==> src/rtl/spi_dac_rx_pkg.sv <==
package spi_dac_rx_pkg;

  function automatic int unsigned code_bits(input bit wide);
    return wide ? 20 : 16;
  endfunction

  function automatic int unsigned frame_edges(input bit wide);
    return wide ? 24 : 16;
  endfunction

  function automatic int unsigned count_bits(input bit wide);
    return $clog2(frame_edges(wide) + 1);
  endfunction

endpackage

==> src/rtl/sdr_sync.sv <==
module sdr_sync #(
  parameter int unsigned     N       = 3,
  parameter logic [N-1:0]    RST_VAL = '0
) (
  input  logic         clk,
  input  logic         rst_n,
  input  logic [N-1:0] d_i,
  output logic [N-1:0] q_o
);
  for (genvar g = 0; g < N; g++) begin : g_bit
    logic meta_q, sync_q;
    always_ff @(posedge clk or negedge rst_n) begin
      if (!rst_n) begin
        meta_q <= RST_VAL[g];
        sync_q <= RST_VAL[g];
      end else begin
        meta_q <= d_i[g];
        sync_q <= meta_q;
      end
    end
    assign q_o[g] = sync_q;
  end
endmodule

==> src/rtl/sdr_edge_ctr.sv <==
module sdr_edge_ctr #(
  parameter int unsigned LIMIT = 24,
  parameter int unsigned CW    = $clog2(LIMIT + 1)
) (
  input  logic          clk,
  input  logic          rst_n,
  input  logic          idle_i,
  input  logic          edge_i,
  output logic [CW-1:0] cnt_o
);
  localparam logic [CW-1:0] TOP = CW'(LIMIT);

  always_ff @(posedge clk or negedge rst_n) begin
    if (!rst_n)                     cnt_o <= '0;
    else if (idle_i)                cnt_o <= '0;
    else if (edge_i && cnt_o != TOP) cnt_o <= cnt_o + 1'b1;
  end


  ctr_clear_chk: assert property (@(posedge clk) disable iff (!rst_n)
    idle_i |=> (cnt_o == '0));


  ctr_sat_chk: assert property (@(posedge clk) disable iff (!rst_n)
    cnt_o <= TOP);
endmodule

==> src/rtl/sdr_shifter.sv <==
module sdr_shifter #(
  parameter int unsigned W = 20
) (
  input  logic         clk,
  input  logic         rst_n,
  input  logic         take_i,
  input  logic         bit_i,
  output logic [W-1:0] sh_o
);
  always_ff @(posedge clk or negedge rst_n) begin
    if (!rst_n)      sh_o <= '0;
    else if (take_i) sh_o <= {sh_o[W-2:0], bit_i};
  end
endmodule

==> src/rtl/spi_dac_word_rx.sv <==
module spi_dac_word_rx
  import spi_dac_rx_pkg::*;
#(
  parameter bit WIDE_MODE = 1'b1,
  parameter int unsigned CODE_W = code_bits(WIDE_MODE)
) (
  input  logic              clk,
  input  logic              rst_n,
  input  logic              cs_n,
  input  logic              sclk,
  input  logic              mosi,
  output logic [CODE_W-1:0] word_o,
  output logic              word_rdy_o
);
  localparam int unsigned FRAME_N = frame_edges(WIDE_MODE);
  localparam int unsigned CNT_W   = count_bits(WIDE_MODE);
  localparam logic [CNT_W-1:0] FULL = CNT_W'(FRAME_N);
  localparam logic [CNT_W-1:0] DATA = CNT_W'(CODE_W);

  logic [2:0] pins_s;
  logic cs_s, sclk_s, mosi_s;
  logic sclk_d, cs_d;
  logic sclk_rise, cs_rise, frame_full, take_bit;
  logic [CNT_W-1:0] edge_cnt;
  logic [CODE_W-1:0] shift_q;

  sdr_sync #(.N(3), .RST_VAL(3'b100)) u_sync (
    .clk(clk), .rst_n(rst_n), .d_i({cs_n, sclk, mosi}), .q_o(pins_s)
  );
  assign {cs_s, sclk_s, mosi_s} = pins_s;

  always_ff @(posedge clk or negedge rst_n) begin
    if (!rst_n) begin
      sclk_d <= 1'b0;
      cs_d   <= 1'b1;
    end else begin
      sclk_d <= sclk_s;
      cs_d   <= cs_s;
    end
  end

  assign sclk_rise  = sclk_s & ~sclk_d & ~cs_s;
  assign cs_rise    = cs_s & ~cs_d;
  assign take_bit   = sclk_rise && (edge_cnt < DATA);
  assign frame_full = (edge_cnt == FULL);

  sdr_edge_ctr #(.LIMIT(FRAME_N), .CW(CNT_W)) u_ctr (
    .clk(clk), .rst_n(rst_n), .idle_i(cs_s), .edge_i(sclk_rise), .cnt_o(edge_cnt)
  );

  sdr_shifter #(.W(CODE_W)) u_shift (
    .clk(clk), .rst_n(rst_n), .take_i(take_bit), .bit_i(mosi_s), .sh_o(shift_q)
  );

  always_ff @(posedge clk or negedge rst_n) begin
    if (!rst_n) begin
      word_o     <= '0;
      word_rdy_o <= 1'b0;
    end else begin
      word_rdy_o <= cs_rise && frame_full;
      if (cs_rise && frame_full) word_o <= shift_q;
    end
  end


  rdy_single_chk: assert property (@(posedge clk) disable iff (!rst_n)
    word_rdy_o |=> !word_rdy_o);


  rdy_after_cs_chk: assert property (@(posedge clk) disable iff (!rst_n)
    $rose(word_rdy_o) |-> $past(cs_rise));


  rdy_full_chk: assert property (@(posedge clk) disable iff (!rst_n)
    word_rdy_o |-> $past(edge_cnt) == FULL);


  word_hold_chk: assert property (@(posedge clk) disable iff (!rst_n)
    !$stable(word_o) |-> word_rdy_o);
endmodule

==> config.mk <==
export PLATFORM = sky130hd
export DESIGN_NAME = spi_dac_word_rx
export DESIGN_NICKNAME = d
export VERILOG_FILES = /design/src/rtl/spi_dac_rx_pkg.sv /design/src/rtl/sdr_sync.sv /design/src/rtl/sdr_edge_ctr.sv /design/src/rtl/sdr_shifter.sv /design/src/rtl/spi_dac_word_rx.sv
export SDC_FILE = /design/constraint.sdc
export NUM_CORES = 1
export LEC_CHECK = 0
export BUFFER_PORTS_ARGS = -buffer_cell sky130_fd_sc_hd__buf_2
export CORE_MARGIN = 3
export CORE_UTILIZATION = 50
export CTS_CLUSTER_SIZE = 40
export DETAILED_ROUTE_END_ITERATION = 12
export GPL_TIMING_DRIVEN = 0
export PLACE_DENSITY = 0.7
export REMOVE_ABC_BUFFERS = 1
export SKIP_CTS_REPAIR_TIMING = 1
export SYNTH_ARGS = -nofsm -noshare
export SYNTH_HDL_FRONTEND = slang
export SYNTH_SLANG_ARGS = --single-unit
==> constraint.sdc <==
create_clock -name clk -period 2.8 [get_ports clk]
set_input_delay 0.56 -clock clk [delete_from_list [all_inputs] [get_ports clk]]
set_output_delay 0.56 -clock clk [all_outputs]
set_load 0.03 [all_outputs]
==> results of run 1 <==
power breakdown:
group	switching (W)	total [W]	internal, W
logic	0.0000363	0.0000880	0.0000517
clock network	0.000238	0.000504	0.000267
registers	0.0000422	0.000885	0.000843
layout make-up:
| class | count | area (µm²) | area share [%] |
|---|---|---|---|
| Timing Repair Buffer | 25 | 125 | 5.40 |
| Sequential cell | 54 | 1360 | 58.5 |
| Tap cell | 48 | 60.1 | 2.59 |
| Clock buffer | 6 | 72.6 | 3.13 |
| Multi-Input combinational cell | 66 | 659 | 28.5 |
| Inverter | 2 | 7.51 | 0.324 |
| Clock inverter | 2 | 37.5 | 1.62 |
cell families after synthesis:
logic type,count (synthesis),share of synthesized area [%]
AOI/OAI and AO/OA,5,1.52
muxes,42,23.0
adders and majority gates,2,1.22
and+or+nand+nor,17,6.32
DFF,54,65.8
buffers and inverters,7,2.13
synth_stat cells, drive strengths merged:
| master | number | share of area (%) |
|---|---|---|
| nor2b | 2 | 0.61 |
| dfrtp | 51 | 62 |
| nand2b | 2 | 0.61 |
| ha | 2 | 1.2 |
| inv | 2 | 0.36 |
| a31o | 1 | 0.43 |
| mux2 | 42 | 23 |
| o21ai | 2 | 0.49 |
| o31ai | 1 | 0.36 |
| nand4 | 2 | 0.61 |
| nand3 | 1 | 0.24 |
| nand3b | 1 | 0.36 |
| dfstp | 3 | 3.8 |
| and2b | 1 | 0.36 |
| nor3b | 1 | 0.91 |
| nor2 | 4 | 0.73 |
| a21oi | 1 | 0.24 |
| buf | 4 | 1.6 |
| and2 | 1 | 0.30 |
| nand4b | 2 | 1.6 |
| clkbuf | 1 | 0.18 |
metal layers:
metal,wire (µm),track usage [%]
met5,0,0
met1,1290,15.7
met2,1520,23.1
met3,140,5.76
met4,32,3.83
worst max-delay path, delay by kind of cell, from the launching register on:
kind	cells	cell delay [ps]
AND/OR/NAND/NOR	2	1020
flip-flops	1	440
multiplexers	1	420
buffers and inverters	1	80
adder cells (fa/ha/maj)	1	190
worst paths after layout:
path	start	to	slack (ps)	cells after the start
max	u_ctr.cnt_o[0]	word_o[17]	540	5
min	cs_n	u_sync.g_bit[2].meta_q	350	1
max reg2reg	u_ctr.cnt_o[0]	word_o[17]	540	5
min reg2reg	u_sync.g_bit[0].meta_q	u_sync.g_bit[0].sync_q	360	0
max in group asynchronous	rst_n	u_ctr.cnt_o[4]	1640	1
min in group asynchronous	rst_n	u_shift.sh_o[16]	470	1
stage by stage:
step / power [W] / setup WS [ps] / util [%]
final: 0.00148 / 537 / 60.6
after global routing: 0.00154 / 353 / 60.6
after CTS: 0.00150 / 453 / 60.6
after detailed placement: 0.000993 / 468 / 57.7
after global placement: 0.000984 / 572 / 57.7
after floorplan: 0.000952 / 871 / -
sequential cells by signal (all words and copies together) (netlist names):
register,cells
u_shift.sh_o,20
word_o,20
u_sync.g_bit.meta_q,3
u_ctr.cnt_o,5
word_rdy_o,1
u_sync.g_bit.sync_q,3
sclk_d,1
cs_d,1
==> flow_metrics.tcl, run 1 <==
set metrics [dict create \
    hpwl_um 2050 \
    drv_cap 0 \
    powerDensity_nw_per_um2 638 \
    port_buffers 25 \
    postRouteAntennaNets 0 \
    avgViaCountPerCell 5.27 \
    worstPathRequired_ps 2990 \
    grt_use_total_pct 13.6 \
    final_cell_mix "dfrtp_1 (51), mux2_2 (39), buf_2 (25)" \
    dpl_cell_area_um2 2210 \
    cts-root-buf "clkbuf_8" \
    yosysSeqAreaShare_pct 65.8 \
    slowest_stage "nor3b_4" \
    fp.dieArea_um2 4920 \
    timing_worst_setup_path_type "flop to flop" \
    io_pins 26 \
    area.growth.synth_to_final_pct 12.6 \
    syn_area_um2 2060 \
    drive_above_1_share_pct 49.7 \
    die_x_um 70.2 \
    tritoncts "yes" \
    grt_pass1_vias 1120 \
    stdcell_area_um2 2320 \
    post-place-cells 195 \
    drc 0 \
    wl_um 2990 \
    numCtsBuffers 5 \
    clk_pin_slew_ps 90 \
    ys_ff_latch 54 \
    clock_path_buffers 2 \
    hold_ws_ps 350 \
    hold_class "input pin to flop" \
    critical_path.endpoint_type "flop" \
    finClkSkew_ps 6.27 \
    via_count 1069 \
    slew_headroom_pct 24.6 \
    fill_cells 298 \
    drv_slew 0 \
    cts.sinks 54 \
    avgSynthCellArea_um2 16.2 \
    synthCells 127 \
    max_freq_mhz 442 \
    cp_slowest_stage_delay_ps 880 \
    tightest_slew_ps 1130 \
    layout_commonest_cell "dfrtp_1" \
    drt_iter0_markers 27 \
    nNetsFinal 161 \
    grt_max_degree 55 \
    clkLatencyLatePin_ps 300 \
    cp.arrival_ps 2450 \
    start_util_pct 53.8 \
    status "finished clean" \
    core_area_um2 3830 \
    rsz0062_at_grt "false" \
    grt_pass1_wl_um 5240 \
    fin_crit_sh_pct 80.8 \
    cp-start-kind "flop" \
    gp_congestion 0.701 \
    ys_types 24 \
    cp_max_fo 21 \
    num_antenna_cells 0 \
    first_pass_iters 4 \
    setup_tns_ps 0 \
    ys_warn_count 0 \
    ir_worst_vdd_mv 0.533 \
    antenna_found_initial 0 \
    die_h_um 70.2 \
    layout_min_cycle_time_ps 2260 \
    drt-wirelength-per-cell_um 14.7 \
    cellLeakagePower_nw 1.20 \
    post_layout_nonfiller_instances 203 \
    grt_overflow 0 \
    hold_viol_final 0 \
    setup_viol 0 \
    h-tree-depth 2 \
    fp-row-count 22 \
    crit_chain "inv_1, ha_1, nand4b_4, nor3b_4, mux2_2" \
]
No activity file was read; power rests on OpenSTA's default activity.
==> run 2, diff against run 1 <==
PLACE_DENSITY = 0.73   (was 0.7)
clock period = 1.8 ns   (was 2.8 ns; I/O delays follow)
==> flow_metrics.tcl, run 2 (same netlist as run 1, synthesis figures left out) <==
set metrics [dict create \
    status "finished clean" \
    setup_slack_ps 66.4 \
    pwr-share-clk_pct 31.1 \
    ir_worst_vdd_mv 0.588 \
    drive_above_1_share_pct 51.9 \
    crit_chain "inv_1, ha_4, nand4b_4, nor3b_4, buf_12, mux2_2" \
    hold_viol_final 0 \
    cts-root-buf "clkbuf_8" \
    powerDensity_nw_per_um2 924 \
    drt-wirelength-per-cell_um 15.3 \
    grt_pass1_vias 1127 \
    r2r_slack_ps 70 \
    gp_congestion 0.745 \
    clock_path_buffers 2 \
    grt_overflow 0 \
    clk_pin_slew_ps 90 \
    finClkSkew_ps 5.38 \
    via_count 1123 \
    p_sw_share_pct 22.7 \
    worstPathRequired_ps 1990 \
    drt_iter0_markers 20 \
    cp_slowest_stage_delay_ps 410 \
    utilization_pct 62.8 \
    fp.dieArea_um2 4920 \
    drc 0 \
    tritoncts "yes" \
    stdcell_area_um2 2400 \
    die_h_um 70.2 \
    h-tree-depth 2 \
    total_power_w 0.00222 \
    nNetsFinal 168 \
    drv_slew 0 \
    timing_worst_setup_path_type "flop to flop" \
    area.growth.synth_to_final_pct 16.8 \
    max_freq_mhz 577 \
    setup_viol 0 \
    grt_use_total_pct 13.4 \
    grt_max_degree 55 \
    fin_crit_sh_pct 96.3 \
    reg_top3 "u_shift.sh_o (20), word_o (20), u_ctr.cnt_o (5)" \
    rsz0062_at_grt "false" \
    slew_headroom_pct 25.1 \
    cp_max_fo 11 \
    layout_commonest_cell "dfrtp_1" \
    critical_path.endpoint_type "flop" \
    slowest_stage "dfrtp_1" \
    cp.arrival_ps 1930 \
    p_sw_w 0.000503 \
    tightest_slew_ps 1120 \
    start_util_pct 53.8 \
    hpwl_um 1990 \
    dpl_cell_area_um2 2210 \
    avgViaCountPerCell 5.35 \
    postRouteAntennaNets 0 \
    layout_min_cycle_time_ps 1730 \
    cellLeakagePower_nw 1.24 \
    cts.sinks 54 \
    grt_pass1_wl_um 5220 \
    drv_cap 0 \
    fp-row-count 22 \
    clkLatencyLatePin_ps 310 \
    num_antenna_cells 0 \
    pwr-share-seq_pct 62.0 \
    io_pins 26 \
    die_x_um 70.2 \
    wl_um 3210 \
    antenna_found_initial 0 \
    cp-start-kind "flop" \
    hold_class "input pin to flop" \
    combPwrFrac_pct 6.9 \
    port_buffers 25 \
    first_pass_iters 4 \
    final_cell_mix "dfrtp_1 (51), mux2_2 (39), buf_2 (25)" \
    numCtsBuffers 5 \
    place_ws_ps -505 \
    core_area_um2 3830 \
    p_int_w 0.00172 \
]
==> run 2: changes by cell type in the layout (fill, tap and decap cells not counted), sizes merged <==
cell	delta
nor3b	+1
bufinv	-1
clkinvlp	-1
nand3b	+1
inv	+1
clkbuf	+1
buf	+5
==> run 2: path summary, 6_finish.rpt <==
path	start	to	cells past startpoint
worst max-delay path	u_ctr.cnt_o[1]	word_o[16]	6
worst min-delay path	cs_n	u_sync.g_bit[2].meta_q	1
worst max register to register	u_ctr.cnt_o[1]	word_o[16]	6
worst min register to register	u_sync.g_bit[1].meta_q	u_sync.g_bit[1].sync_q	0
max in group asynchronous	rst_n	u_shift.sh_o[7]	1
min in group asynchronous	rst_n	word_o[11]	1
==> run 2: area by class of cell <==
type	count	area, µm²
Fill cell	288	1420
Sequential cell	54	1360
Multi-Input combinational cell	68	698
Timing Repair Buffer	30	188
Clock buffer	7	86.3
Tap cell	48	60.1
Clock inverter	1	8.76
Inverter	2	7.51
==> run 2: routing by layer <==
metal	global-route usage (%)	up-vias	share of wire (%)
met5	0	-	0
met4	5.74	0	1.6
met3	5.04	6	4.7
met2	21.8	21	50
met1	15.9	578	43
li1	-	518	-
==> run 2: worst max-delay path: cells and delay by family, from the launching register on <==
kind / cells / cell delay [ps]
flip-flops: 1 / 410
multiplexers: 1 / 340
buffers and inverters: 2 / 290
adder cells (fa/ha/maj): 1 / 150
AND/OR/NAND/NOR: 2 / 420
==> run 2: power by group through the flow <==
| stage | sequential [W] | combinational (W) | clock (W) |
|---|---|---|---|
| finish | 0.00138 | 0.000152 | 0.000691 |
| detailed placement | 0.00141 | 0.000144 | 0 |
| global route | 0.00139 | 0.000170 | 0.000771 |
| CTS | 0.00138 | 0.000144 | 0.000716 |
| floorplan | 0.00138 | 0.000102 | 0 |
| global placement | 0.00140 | 0.000133 | 0 |
==> run 2: through the flow <==
stage	setup TNS, ps	hold WS, ps	instances
6_report	0	151	210
5_1_grt	0	133	210
4_1_cts	-14200	134	203
3_5_place_dp	-13650	337	195
3_3_place_gp	-12350	333	195
2_1_floorplan	-2500	64.4	122
